**config.mk**
```make
export PLATFORM = sky130hd
export DESIGN_NAME = ocp_unit
export DESIGN_NICKNAME = d
export VERILOG_FILES = /design/src/rtl/ocp_pkg.sv /design/src/rtl/ocp_regs.sv /design/src/rtl/ocp_pin_slice.sv /design/src/rtl/ocp_unit.sv
export SDC_FILE = /design/constraint.sdc
export NUM_CORES = 1
export LEC_CHECK = 0
export BUFFER_PORTS_ARGS = -buffer_cell sky130_fd_sc_hd__buf_2
export CAP_MARGIN = 25
export CORE_ASPECT_RATIO = 0.75
export CORE_MARGIN = 2
export CORE_UTILIZATION = 52
export CTS_CLUSTER_SIZE = 28
export DETAILED_ROUTE_END_ITERATION = 7
export GPL_ROUTABILITY_DRIVEN = 1
export PLACE_DENSITY = 0.82
export SLEW_MARGIN = 10
export SYNTH_ARGS = -nofsm -noshare
export SYNTH_HDL_FRONTEND = slang
export SYNTH_HIERARCHICAL = 1
export SYNTH_SLANG_ARGS = --single-unit
```
**constraint.sdc**
```tcl
create_clock -name clk -period 5.05 [get_ports clk]
set_input_delay 0 -clock clk [delete_from_list [all_inputs] [get_ports clk]]
set_output_delay 0 -clock clk [all_outputs]
set_load 0.02 [all_outputs]
```
**src/rtl/ocp_pkg.sv**
```systemverilog
package ocp_pkg;

    typedef enum logic [1:0] {
        ACT_NONE   = 2'b00,
        ACT_TOGGLE = 2'b01,
        ACT_CLEAR  = 2'b10,
        ACT_SET    = 2'b11
    } act_e;

    typedef struct packed {
        logic ocsel;
        logic mask;
        logic dir;
        act_e act;
    } pin_cfg_t;

    localparam int OCP_ADDR_FORCE  = 0;
    localparam int OCP_ADDR_MASK   = 1;
    localparam int OCP_ADDR_DATA   = 2;
    localparam int OCP_ADDR_ACT_LO = 3;
    localparam int OCP_ADDR_ACT_HI = 4;
    localparam int OCP_ADDR_OCSEL  = 5;
    localparam int OCP_ADDR_DIR    = 6;
    localparam int OCP_ADDR_FLAG   = 7;
    localparam int OCP_ADDR_PORT   = 8;

    function automatic logic apply_act(act_e a, logic cur);
        case (a)
            ACT_TOGGLE: return ~cur;
            ACT_CLEAR:  return 1'b0;
            ACT_SET:    return 1'b1;
            default:    return cur;
        endcase
    endfunction

endpackage

```
**src/rtl/ocp_regs.sv**
```systemverilog
module ocp_regs
    import ocp_pkg::*;
#(
    parameter int N_CH = 8,
    parameter int AW   = 4
) (
    input  logic                  clk,
    input  logic                  rst,
    input  logic [AW-1:0]         bus_addr,
    input  logic [N_CH-1:0]       bus_wdata,
    input  logic                  bus_wr,
    input  logic [N_CH-1:0]       cmp_match,
    input  logic [N_CH-1:0]       port_val,
    output pin_cfg_t [N_CH-1:0]   cfg,
    output logic [N_CH-1:0]       c7_data,
    output logic [N_CH-1:0]       force_pulse,
    output logic                  port_wr,
    output logic [N_CH-1:0]       flags,
    output logic [N_CH-1:0]       bus_rdata
);
    localparam int HALF = N_CH / 2;
    localparam int ACTW = 2 * N_CH;

    logic [N_CH-1:0] mask_q, data_q, ocsel_q, dir_q, flag_q;
    logic [ACTW-1:0] act_q;
    logic [N_CH-1:0] flag_clr;

    function automatic logic hit(input logic [AW-1:0] a, input int code);
        return a == AW'(code);
    endfunction

    assign force_pulse = (bus_wr && hit(bus_addr, OCP_ADDR_FORCE)) ? bus_wdata : '0;
    assign port_wr     = bus_wr && hit(bus_addr, OCP_ADDR_PORT);
    assign flag_clr    = (bus_wr && hit(bus_addr, OCP_ADDR_FLAG)) ? bus_wdata : '0;

    always_ff @(posedge clk) begin
        if (rst) begin
            mask_q  <= '0;
            data_q  <= '0;
            ocsel_q <= '0;
            dir_q   <= '0;
            act_q   <= '0;
            flag_q  <= '0;
        end else begin
            if (bus_wr) begin
                if (hit(bus_addr, OCP_ADDR_MASK))   mask_q  <= bus_wdata;
                if (hit(bus_addr, OCP_ADDR_DATA))   data_q  <= bus_wdata;
                if (hit(bus_addr, OCP_ADDR_OCSEL))  ocsel_q <= bus_wdata;
                if (hit(bus_addr, OCP_ADDR_DIR))    dir_q   <= bus_wdata;
                if (hit(bus_addr, OCP_ADDR_ACT_LO)) act_q[N_CH-1:0]    <= bus_wdata;
                if (hit(bus_addr, OCP_ADDR_ACT_HI)) act_q[ACTW-1:N_CH] <= bus_wdata;
            end
            // set has priority over a same-cycle clear
            flag_q <= (flag_q & ~flag_clr) | cmp_match;
        end
    end

    for (genvar i = 0; i < N_CH; i++) begin : g_cfg
        assign cfg[i].ocsel = ocsel_q[i];
        assign cfg[i].mask  = mask_q[i];
        assign cfg[i].dir   = dir_q[i];
        assign cfg[i].act   = act_e'(act_q[2*i+1:2*i]);
    end

    assign c7_data = data_q;
    assign flags   = flag_q;

    always_comb begin
        bus_rdata = '0;
        if (hit(bus_addr, OCP_ADDR_MASK))   bus_rdata = mask_q;
        if (hit(bus_addr, OCP_ADDR_DATA))   bus_rdata = data_q;
        if (hit(bus_addr, OCP_ADDR_ACT_LO)) bus_rdata = act_q[N_CH-1:0];
        if (hit(bus_addr, OCP_ADDR_ACT_HI)) bus_rdata = act_q[ACTW-1:N_CH];
        if (hit(bus_addr, OCP_ADDR_OCSEL))  bus_rdata = ocsel_q;
        if (hit(bus_addr, OCP_ADDR_DIR))    bus_rdata = dir_q;
        if (hit(bus_addr, OCP_ADDR_FLAG))   bus_rdata = flag_q;
        if (hit(bus_addr, OCP_ADDR_PORT))   bus_rdata = port_val;
    end

    if (HALF * 2 != N_CH) begin : g_bad_width
        initial $error("N_CH must be even");
    end

endmodule

```
**src/rtl/ocp_pin_slice.sv**
```systemverilog
module ocp_pin_slice
    import ocp_pkg::*;
(
    input  logic     clk,
    input  logic     rst,
    input  pin_cfg_t cfg,
    input  logic     hit_own,
    input  logic     hit_c7,
    input  logic     c7_bit,
    input  logic     port_wr,
    input  logic     port_bit,
    output logic     pin,
    output logic     oe
);
    logic pin_q, pin_d;
    logic act_live;

    assign act_live = cfg.act != ACT_NONE;

    always_comb begin
        pin_d = pin_q;
        if (hit_c7 && cfg.mask)
            pin_d = c7_bit;
        else if (hit_own && cfg.ocsel && !cfg.mask && act_live)
            pin_d = apply_act(cfg.act, pin_q);
        else if (port_wr)
            pin_d = port_bit;
    end

    always_ff @(posedge clk) begin
        if (rst) pin_q <= 1'b0;
        else     pin_q <= pin_d;
    end

    assign pin = pin_q;
    assign oe  = cfg.dir | (cfg.ocsel & (cfg.mask | act_live));

endmodule

```
**src/rtl/ocp_unit.sv**
```systemverilog
module ocp_unit
    import ocp_pkg::*;
#(
    parameter int N_CH = 8,
    parameter int AW   = 4
) (
    input  logic            clk,
    input  logic            rst,
    input  logic [AW-1:0]   bus_addr,
    input  logic [N_CH-1:0] bus_wdata,
    input  logic            bus_wr,
    output logic [N_CH-1:0] bus_rdata,
    input  logic [N_CH-1:0] cmp_match,
    output logic [N_CH-1:0] pin_out,
    output logic [N_CH-1:0] pin_oe
);
    localparam int C7 = N_CH - 1;

    pin_cfg_t [N_CH-1:0] cfg;
    logic [N_CH-1:0] c7_data, c7_mask, ocsel_v, force_pulse, flags, hit;
    logic            port_wr;

    ocp_regs #(.N_CH(N_CH), .AW(AW)) u_regs (
        .clk         (clk),
        .rst         (rst),
        .bus_addr    (bus_addr),
        .bus_wdata   (bus_wdata),
        .bus_wr      (bus_wr),
        .cmp_match   (cmp_match),
        .port_val    (pin_out),
        .cfg         (cfg),
        .c7_data     (c7_data),
        .force_pulse (force_pulse),
        .port_wr     (port_wr),
        .flags       (flags),
        .bus_rdata   (bus_rdata)
    );

    // a forced event joins the real match so the action is applied once
    assign hit = cmp_match | force_pulse;

    for (genvar i = 0; i < N_CH; i++) begin : g_pin
        assign c7_mask[i] = cfg[i].mask;
        assign ocsel_v[i] = cfg[i].ocsel;

        ocp_pin_slice u_slice (
            .clk      (clk),
            .rst      (rst),
            .cfg      (cfg[i]),
            .hit_own  (hit[i]),
            .hit_c7   (hit[C7]),
            .c7_bit   (c7_data[i]),
            .port_wr  (port_wr),
            .port_bit (bus_wdata[i]),
            .pin      (pin_out[i]),
            .oe       (pin_oe[i])
        );
    end

endmodule

```
-- Yosys cells after proc, flatten, opt, wreduce, memory -nomap -nowiden
Index checks and enable logic that the tools add are counted.
- eq/ne operators: 40
- muxes and demuxes: 42
- bitwise gates (word level): 36
- reductions and logical operators: 74
- operators with widths (kind ; count):
    8-bit 2-to-1 mux ; 10
    5-bit by 4-bit inequality test with 1-bit output, second input constant ; 8
    1-bit logical AND ; 35
    2-bit == test, second input constant ; 16
    2-bit AND reduction ; 14
    1-bit 2-to-1 mux ; 24
    1-bit case mux with 3 select lines ; 8
    3-bit nonzero test ; 8
    2-bit by 1-bit == test with 1-bit output, second input constant ; 8
    4-bit by 3-bit == test with 1-bit output, second input constant ; 4
    1-bit bitwise OR ; 16
    8-bit bitwise OR ; 2
    2-bit nonzero test ; 8
    1-bit bitwise AND ; 8
    8-bit bitwise AND ; 1
    4-bit by 2-bit == test with 1-bit output, second input constant ; 2
    1-bit zero test ; 8
    1-bit inverter ; 8
    8-bit inverter ; 1
    4-bit by 1-bit == test with 1-bit output, second input constant ; 1
    4-bit == test, second input constant ; 1
    4-bit zero test ; 1
- flip-flop bits (word level): 64
- output and inout port bits: 24
- logic and storage cells: 207

-- Longest topological paths before layout
Gate-level depths: netlist (run 1).
- depth in word-level cells: 9
- mapped depth: 9
- gate-level depth less buffers: 8

-- Modules after synthesis
Netlist (run 1), hierarchy kept.
- by module, submodules not included (module ; times used ; cells an instance ; area an instance (um^2)):
    ocp_regs ; 1 ; 318 ; 2756.4
    ocp_pin_slice ; 8 ; 14 ; 133.9
    ocp_unit ; 1 ; 8 ; 50.0

-- Worst setup path before layout (run 1)
Ideal clock, no wire load.
- kind: in2reg
- start point: input bus_addr[1]
- end point: register g_pin[0].u_slice.pin_q
- setup time: 0.129 ns
- arrival: 1.944 ns
- data required time: 4.921 ns
- setup slack: 2.977 ns
- stages: 6
- path buffers: 1
- cell sequence: buf_2 nor2_1 nand2_1 nor2_1 a22o_1 a211oi_2
- RTL lines (item ; line ; source):
    start, declared ; ocp_unit.sv:9 ; input logic [AW-1:0] bus_addr,
    4-bit == test ; ocp_regs.sv:29 ; return a == AW'(code);
    1-bit logical AND ; ocp_regs.sv:33 ; assign port_wr = bus_wr && hit(bus_addr, OCP_ADDR_PORT);
    via port_wr ; ocp_unit.sv:21 ; logic port_wr;
    3-bit nonzero test (no line) ; -- ;
    2-bit AND reduction (no line) ; -- ;
    end signal, assigned ; ocp_pin_slice.sv:32 ; else pin_q <= pin_d;
    end, declared ; ocp_pin_slice.sv:15 ; logic pin_q, pin_d;
The timed path passes the listed nets, and every way through them passes these cells.
A chain may end at the register's enable or synchronous reset.

-- Final worst setup path (run 1)
- start point: input bus_addr[0]
- end point: register g_pin[1].u_slice.pin_q
- RTL lines (item ; line ; source):
    4-bit zero test * ; ocp_regs.sv:29 ;
    1-bit logical AND * ; ocp_regs.sv:32 ; assign force_pulse = (bus_wr && hit(bus_addr, OCP_ADDR_FORCE)) ? bus_wdata : '0;
    8-bit 2-to-1 mux * ; ocp_regs.sv:32 ;
    via force_pulse[7] ; ocp_unit.sv:20 ; logic [N_CH-1:0] c7_data, c7_mask, ocsel_v, force_pulse, flags, hit;
    8-bit bitwise OR * ; ocp_unit.sv:40 ; assign hit = cmp_match | force_pulse;
    via hit[7] ; ocp_unit.sv:20 ;
    1-bit logical AND * ; ocp_pin_slice.sv:22 ; if (hit_c7 && cfg.mask)
    5-bit by 4-bit inequality test with 1-bit output (no line) or 3-bit nonzero test (tied branches) ; -- ;
    2-bit AND reduction (no line) ; -- ;
    end signal, assigned ; ocp_pin_slice.sv:32 ;
    end, declared ; ocp_pin_slice.sv:15 ;
The timed path passes the listed nets; every way through them passes the cells marked *.

==> results.yml, run 1 <==
outcome:
  status: "finished, final reports clean"
floorplanning:
  dieArea_sq_um: 8170
  die_x_um: 104
  core_area_sq_um: 7300
  num_rows: 27
  die_h_um: 78.8
  initial_core_util: 0.531
  pin_count: 47
timing:
  final.setup_skew_ns: 0.00981
  slew_headroom: 0.296
  fin_tns_setup_ns: 0
  finalWorstSetupSlack_ns: 2.42
  max_freq_ghz: 0.381
  hold-worst-slack_ns: 0.247
  period_share: 0.520
  worstMarginPinSlew_ns: 1.05
  setup_viol: 0
  maxSlewViolCount: 0
  rsz0062_at_grt: "false"
  layout_min_cycle_time_ns: 2.63
  hold_viol_final: 0
critical_path:
  crit_slowest_cell: "nor3_1"
  crit_chain: "buf_2 > nor2_1 > nand2_1 > nor3_1 > and2_1 > or2_1 > and3_2 > a31oi_1 > a211oi_2"
  reg2reg_depth: 3
  worstSetupStartpointType: "input pin"
  reg2reg_to: "g_pin[6].u_slice/pin"
  r2r-start: "u_regs/mask_q[6]"
  cp-endpoint: "g_pin[1].u_slice/pin"
  required_ns: 5.31
  arrival_ns: 2.89
  crit_type: "in -> reg"
  path_max_fanout: 47
  crit_path_start: "bus_addr[0]"
  reg2reg_slack_ns: 3.82
  crit_path_end_kind: "flip-flop"
  cp_slowest_stage_delay_ns: 0.69
placement:
  gp_congestion: 0.883
  port_buffers: 46
  hpwl_um: 7150
  placed_area_sq_um: 4110
  dpl_worst_slack_ns: 2.22
logic_synthesis:
  yosys-top-cells-area: "dfxtp_1, mux2i_1, a2111oi_4"
  synth_warnings: 6
  seq_area_frac_synth: 0.330
  synth-seq-cells: 64
  synth_top_area_frac: 0.330
  synth_edf_count: 0
  yosys.area.top_type: "dfxtp_1"
  synth_cell_types: 38
  async_flop_share: 0
  synth_area_sq_um: 3880
  avgSynthCellArea_sq_um: 8.85
  syn_nets: 461
  netlist_instances: 438
  synth_ff_type: "dfxtp_1"
clocking:
  clk_path_buf_depth: 2
  cts_made_buffers: 9
  root_buffer: "clkbuf_8"
  cts_tree: "done"
  htreeDepth: 3
  clk_pin_slew_worst_paths_ns: 0.07
  insertion_delay_ns: 0.34
  clock_sinks: 64
drt:
  drt_first_pass_iters: 4
  vias: 3616
  viasPerCell: 6.09
  avgRoutedWirePerCell_um: 18.4
  postRouteAntennaNets: 0
  drt_iter0_drc: 260
  drt_wl_total_um: 10900
  route.detailed.drc: 0
pwr:
  power.net_switching_uw: 287
  pwr-share-seq: 0.495
  p_total_mw: 1.06
  netSwitchingFraction: 0.270
  p_per_area_nw_per_um2: 239
  combPwrFrac: 0.137
  p_leak_nw: 1.71
  intPower_uw: 776
  clkPwrFrac: 0.368
  vdd_drop_max_uv: 152
final_layout:
  syn_to_final_growth_pct: 14.5
  regArea_sq_um: 1280
  drive_gt1_frac: 0.203
  antenna_cells: 0
  fill_cells: 668
  mostFrequentLayoutCell: "dfxtp_1"
  final_area_sq_um: 4440
  multiInputGateArea_sq_um: 2420
  layout_common_cells: "dfxtp_1, nor2_1, buf_2"
  nets: 512
worst_hold_path:
  hold_path.class: "in -> reg"
grt:
  overflow: 0
  grt_pass1_wl_um: 17600
  grt_pass1_vias: 3502
  track_usage: 0.270
  antenna_found_initial: 0
  grt_max_degree: 65
run:
  drv_cap: 0
-- kinds of logic after synthesis --
logic type             share of synthesized area
buffers and inverters                     0.0471
AOI/OAI and AO/OA                          0.261
and+or+nand+nor                            0.258
DFF                                        0.330
muxes                                      0.103
-- sequential cells by signal, summed over array words and instances, names as in the netlist --
| name | cells |
|---|---|
| u_regs/mask_q | 8 |
| u_regs/c7_data | 8 |
| u_regs/act_q | 16 |
| u_regs/dir_q | 8 |
| u_regs/ocsel_q | 8 |
| u_regs/flags | 8 |
| g_pin.u_slice/pin | 8 |
-- worst min-delay path by stage --
stage          slack (ns)    startpoint  cells after the start           endpoint
2_1_floorplan        0.12  cmp_match[0]                      2    u_regs/flags[0]
3_3_place_gp         0.22  cmp_match[2]                      3    u_regs/flags[2]
3_5_place_dp         0.23  cmp_match[4]                      3    u_regs/flags[4]
4_1_cts              0.23   bus_addr[2]                      4  u_regs/c7_data[3]
5_1_grt              0.26   bus_addr[2]                      4  u_regs/c7_data[3]
6_report             0.25   bus_addr[2]                      4  u_regs/c7_data[3]
-- critical path: cells and delay by family --
kind                   cells  cell delay (ns)
AO/OA/AOI/OAI              2             0.31
AND/OR/NAND/NOR            6             2.19
buffers and inverters      1             0.36
-- power by group through the flow --
stage | clock network (mW) | logic, mW | registers (mW)
after detailed placement | 0 | 0.133 | 0.537
final | 0.391 | 0.146 | 0.526
after floorplan | 0 | 0.0927 | 0.536
after global placement | 0 | 0.129 | 0.536
after global routing | 0.421 | 0.157 | 0.527
after CTS | 0.397 | 0.143 | 0.526
-- routing by layer --
metal | vias up | part of all wire | GRT usage
li1 | 1684 | - | -
met1 | 1734 | 0.45 | 0.361
met2 | 177 | 0.45 | 0.439
met3 | 21 | 0.084 | 0.0616
met4 | 0 | 0.017 | 0.0851
met5 | - | 0 | 0
-- cell type report --
cell class | instances | share of cell area
tap | 101 | 0.0285
sequential | 64 | 0.289
inverter | 8 | 0.00677
clock buffer | 15 | 0.0375
multi-input combinational | 341 | 0.546
timing repair buffer | 65 | 0.0930
-- stage by stage --
step / util / instances
6_report: 0.608 / 594
5_1_grt: 0.608 / 594
3_3_place_gp: 0.563 / 563
4_1_cts: 0.608 / 594
2_1_floorplan: - / 438
3_5_place_dp: 0.563 / 563
-- timing repair --
item,in CTS,in global routing
hold endpoints to repair,16,0
resized for setup,0,0
setup buffers,0,0
hold buffers,16,0
-- synth_stat cells (all sizes together) (3+ instances only) --
cell type,count
clkbuf,10
and3b,8
o22ai,8
nand2,36
a22o,8
buf,15
a211oi,8
a2111oi,8
and3,9
a31oi,8
or2,16
o21ai,8
nor3,3
o21bai,8
dfxtp,64
inv,8
nor2,59
o221ai,8
nand3,9
a221o,8
a21oi,40
o2bb2ai,8
nand2b,27
and2,9
mux2i,40
Power figures use the tool's default switching activity.
==> inputs of run 2 (changes only) <==
- PLACE_DENSITY: 0.82 -> 0.84
- clock period: 5.05 -> 2.2 ns (I/O delays scaled with it)
==> results.yml, run 2 (synthesis gave the netlist of run 1 again) <==
worst_hold_path:
  min-delay-start: "bus_wdata[7]"
  hold_path.class: "in -> reg"
final_layout:
  final_util: 0.635
  multiInputGateArea_sq_um: 2420
  mostFrequentLayoutCell: "dfxtp_1"
  nets: 525
  layout_common_cells: "dfxtp_1, nor2_1, buf_2"
  fill_cells: 640
  regArea_sq_um: 1280
  drive_gt1_frac: 0.235
  largest_register_ffs: 16
  syn_to_final_growth_pct: 19.5
  top_register: "u_regs/act_q"
  antenna_cells: 0
  fin_cells: 608
clocking:
  root_buffer: "clkbuf_8"
  clk_pin_slew_worst_paths_ns: 0.07
  cts_setup_buffers: 0
  clock_sinks: 64
  clk_path_buf_depth: 2
  cts_tree: "done"
  htreeDepth: 3
  cts_made_buffers: 9
  insertion_delay_ns: 0.34
placement:
  hpwl_um: 7510
  port_buffers: 46
  dp.cells: 577
  gp_congestion: 0.935
timing:
  setup_viol: 0
  layout_min_cycle_time_ns: 1.87
  rsz0062_at_grt: "false"
  slew_headroom: 0.515
  hold-worst-slack_ns: 0.0124
  period_share: 0.852
  maxSlewViolCount: 0
  max_freq_ghz: 0.533
  fin_tns_setup_ns: 0
  hold_viol_final: 0
  final.setup_skew_ns: 0.00844
  worstMarginPinSlew_ns: 0.727
pwr:
  p_per_area_nw_per_um2: 613
  power.net_switching_uw: 704
  p_total_mw: 2.84
  clkPwrFrac: 0.450
  combPwrFrac: 0.125
  vdd_drop_max_uv: 421
  p_leak_nw: 1.82
  netSwitchingFraction: 0.248
  pwr-share-seq: 0.425
  intPower_mw: 2.14
floorplanning:
  die_h_um: 78.8
  dieArea_sq_um: 8170
  initial_core_util: 0.531
  num_rows: 27
  die_x_um: 104
  pin_count: 47
  core_area_sq_um: 7300
critical_path:
  crit_chain: "buf_2 > buf_4 > nand2_1 > o221ai_1 > o22ai_1 > a221o_1 > buf_2"
  cpMostUsedCell: "buf_2"
  worstSetupStartpointType: "input pin"
  crit_path_end_kind: "primary output"
  crit_type: "in -> out"
  crit_slowest_cell: "buf_4"
  path_max_fanout: 46
  critPathBufInv: 3
  required_ns: 2.20
  r2r-start: "u_regs/mask_q[0]"
  cp_slowest_stage_delay_ns: 0.42
  crit_family: "compound AO/OA/AOI/OAI gates"
  crit_path_start: "bus_addr[0]"
  arrival_ns: 1.87
grt:
  grt_max_degree: 47
  grt_pass1_wl_um: 18200
  grt_pass1_vias: 3521
  antenna_found_initial: 0
  track_usage: 0.284
  overflow: 0
drt:
  avgRoutedWirePerCell_um: 19.0
  viasPerCell: 6.06
  postRouteAntennaNets: 0
  vias: 3685
  drt_iter0_drc: 374
  route.detailed.drc: 0
  drt_first_pass_iters: 5
  drt_wl_total_um: 11600
outcome:
  status: "finished, final reports clean"
run:
  drv_cap: 0
-- run 2: area by class of cell --
cell class,count,area share
multi-input cells,341,0.523
clock buffers,11,0.0327
flip-flops and latches,64,0.277
repair buffers,78,0.112
well taps,101,0.0273
inverters,8,0.00648
clock inverters,5,0.0221
-- run 2: what timing repair did --
| action | in CTS | in global routing |
|---|---|---|
| hold endpoints to repair | 15 | 0 |
| resized for setup | 0 | 0 |
| hold buffers | 15 | 0 |
-- run 2: final timing paths --
| kind | endpoint | slack (ns) | depth (start not counted) |
|---|---|---|---|
| min reg2reg | u_regs/act_q[7] | 0.49 | 2 |
| max reg2reg | g_pin[0].u_slice/pin | 0.94 | 3 |
| max | bus_rdata[3] | 0.33 | 7 |
| min | u_regs/act_q[7] | 0.01 | 3 |
-- run 2: power by group through the flow --
| stage | Clock (mW) | Sequential [mW] | Combinational (mW) |
|---|---|---|---|
| final | 1.28 | 1.21 | 0.355 |
| after global routing | 1.35 | 1.21 | 0.379 |
| after floorplan | 0 | 1.23 | 0.213 |
| after global placement | 0 | 1.23 | 0.316 |
| after CTS | 1.29 | 1.21 | 0.347 |
| after detailed placement | 0 | 1.23 | 0.325 |
-- run 2: worst reg2reg max path, stage by stage, from the launching register on --
cell and delay (ns):
dfxtp_1 0.42, and3b_4 0.25, a2111oi_4 0.39, a211oi_2 0.08
-- run 2: per-layer routing --
layer / track usage / vias up / part of all wire
met2: 0.456 / 200 / 0.44
met5: 0 / - / 0
met3: 0.0837 / 33 / 0.11
met4: 0.103 / 0 / 0.028
li1: - / 1716 / -
met1: 0.367 / 1736 / 0.43
-- run 2: metrics by stage --
stage	cell area [sq um]	setup slack [ns]
after floorplan	3880	0.127
after global placement	4230	0.312
after detailed placement	4230	0.227
after CTS	4630	0.414
after global routing	4630	0.282
final	4630	0.325
==> inputs of run 3 (changes only) <==
- SYNTH_HIERARCHICAL: 1 -> unset
==> results.yml, run 3 <==
outcome:
  status: "finished, final reports clean"
pwr:
  p_leak_nw: 1.95
  combPwrFrac: 0.143
  p_per_area_nw_per_um2: 538
  intPower_mw: 1.72
  clkPwrFrac: 0.366
  vdd_drop_max_uv: 538
  pwr-share-seq: 0.491
  netSwitchingFraction: 0.301
  power.net_switching_uw: 740
floorplanning:
  num_rows: 27
  core_area_sq_um: 7470
  die_h_um: 80.5
  dieArea_sq_um: 8530
  initial_core_util: 0.543
  die_x_um: 106
  pin_count: 47
drt:
  drt_iter0_drc: 433
  route.detailed.drc: 0
  avgRoutedWirePerCell_um: 18.0
  drt_wl_total_um: 11600
  vias: 3885
  drt_first_pass_iters: 5
  postRouteAntennaNets: 0
  viasPerCell: 6.03
clocking:
  clk_path_buf_depth: 2
  cts_tree: "done"
  root_buffer: "clkbuf_8"
  hold_buffers: 8
  cts_resized: 0
  clock_sinks: 64
  htreeDepth: 3
  cts_setup_buffers: 0
  clk_pin_slew_worst_paths_ns: 0.08
  insertion_delay_ns: 0.35
  cts_made_buffers: 9
logic_synthesis:
  post-synth-top-count-cell: "nor2_1"
  syn_nets: 543
  synth_warnings: 0
  synth_cell_types: 41
  synth-seq-cells: 64
  seq_area_frac_synth: 0.316
  async_flop_share: 0
  synth_ff_type: "dfxtp_1"
  avgSynthCellArea_sq_um: 8.05
  yosys.area.top_type: "dfxtp_1"
  netlist_instances: 504
  synth_area_sq_um: 4060
  netlist_top_cells_count: "nor2_1, mux2i_1, dfxtp_1"
  synth_top_area_frac: 0.316
  synth_edf_count: 0
  yosys-top-cells-area: "dfxtp_1, mux2i_1, nor2_1"
critical_path:
  crit_path_end_kind: "flip-flop"
  reg2reg_to: "g_pin[5].u_slice.pin"
  reg2reg_slack_ns: 0.16
  path_max_fanout: 5
  required_ns: 2.41
  arrival_ns: 2.24
  reg2reg_depth: 6
  crit_type: "reg -> reg"
  r2r-start: "u_regs.act_q[10]"
  worstSetupStartpointType: "flip-flop"
timing:
  period_share: 0.926
  hold_viol_final: 0
  worstMarginPinSlew_ns: 0.781
  finalWorstSetupSlack_ns: 0.163
  final.setup_skew_ns: 0.00737
  fin_tns_setup_ns: 0
  rsz0062_at_grt: "false"
  maxSlewViolCount: 0
  layout_min_cycle_time_ns: 2.04
  slew_headroom: 0.477
  max_freq_ghz: 0.491
  setup_viol: 0
worst_hold_path:
  hold_depth: 3
  min_to: "u_regs.dir_q[3]"
  min-delay-start: "bus_wdata[3]"
  hold_path.class: "in -> reg"
grt:
  grt_max_degree: 35
  overflow: 0
  antenna_found_initial: 0
  grt_pass1_wl_um: 18600
  grt_pass1_vias: 3705
  track_usage: 0.285
final_layout:
  syn_to_final_growth_pct: 12.5
  largest_register_ffs: 16
  top_register: "u_regs.act_q"
  layout_common_cells: "nor2_1, mux2i_1, dfxtp_1"
  final_util: 0.611
  mostFrequentLayoutCell: "nor2_1"
  nets: 577
  drive_gt1_frac: 0.182
  antenna_cells: 0
placement:
  gp_congestion: 0.938
  hpwl_um: 8020
  port_buffers: 46
  dpl_worst_slack_ns: 0.179
run:
  drv_cap: 0
[run 3: worst max-delay path, cell delays in order (launching register included)]
cell and delay [ns]:
dfxtp_1 0.41, inv_1 0.06, ha_1 0.21, or3b_2 0.49, or4_1 0.51, a21oi_1 0.14, a311oi_1 0.07
[run 3: layout make-up]
class / count / area (sq um)
inverter: 39 / 146
timing repair buffer: 70 / 443
tap: 101 / 126
multi-input combinational: 354 / 2390
clock buffer: 9 / 124
clock inverter: 7 / 48.8
fill: 677 / 2910
sequential: 64 / 1280
[run 3: metrics by stage]
stage | hold slack, ns | power, mW | cells | cell area, sq um
floorplan | 0.117 | 1.45 | 504 | 4060
global placement | 0.254 | 1.55 | 620 | 4310
detailed placement | 0.276 | 1.56 | 620 | 4310
CTS | 0.0250 | 2.46 | 644 | 4560
global route | 0.0233 | 2.56 | 644 | 4560
finish | 0.0354 | 2.46 | 644 | 4560
[run 3: worst max-delay path by stage]
| stage | from | endpoint | cells past startpoint |
|---|---|---|---|
| floorplan | u_regs.act_q[0] | g_pin[0].u_slice.pin | 6 |
| global route | u_regs.act_q[7] | g_pin[3].u_slice.pin | 6 |
| global placement | u_regs.act_q[12] | g_pin[6].u_slice.pin | 6 |
| finish | u_regs.act_q[10] | g_pin[5].u_slice.pin | 6 |
| CTS | u_regs.act_q[13] | g_pin[6].u_slice.pin | 6 |
| detailed placement | u_regs.act_q[10] | g_pin[5].u_slice.pin | 6 |
[run 3: power groups by stage]
stage	clock [mW]	combinational, mW	sequential, mW
after floorplan	0	0.228	1.23
after global placement	0	0.323	1.23
after detailed placement	0	0.331	1.23
after CTS	0.912	0.344	1.21
after global routing	0.968	0.378	1.21
final	0.899	0.351	1.21
[run 3: metal layers]
layer / vias to the layer above / track usage / part of all wire
li1: 1823 / - / -
met1: 1780 / 0.375 / 0.40
met2: 252 / 0.449 / 0.45
met3: 30 / 0.0706 / 0.13
met4: 0 / 0.111 / 0.022
met5: - / 0 / 0
[run 3: cells by family (layout without fill, tap and decap cells)]
group           after synthesis  count (layout)  share of synthesized area
simple gates                152             152                      0.181
fa+ha+maj                    16              16                     0.0494
mux                          68              68                      0.168
compound gates              118             118                      0.189
buf+inv                      86             125                     0.0956
flops                        64              64                      0.316
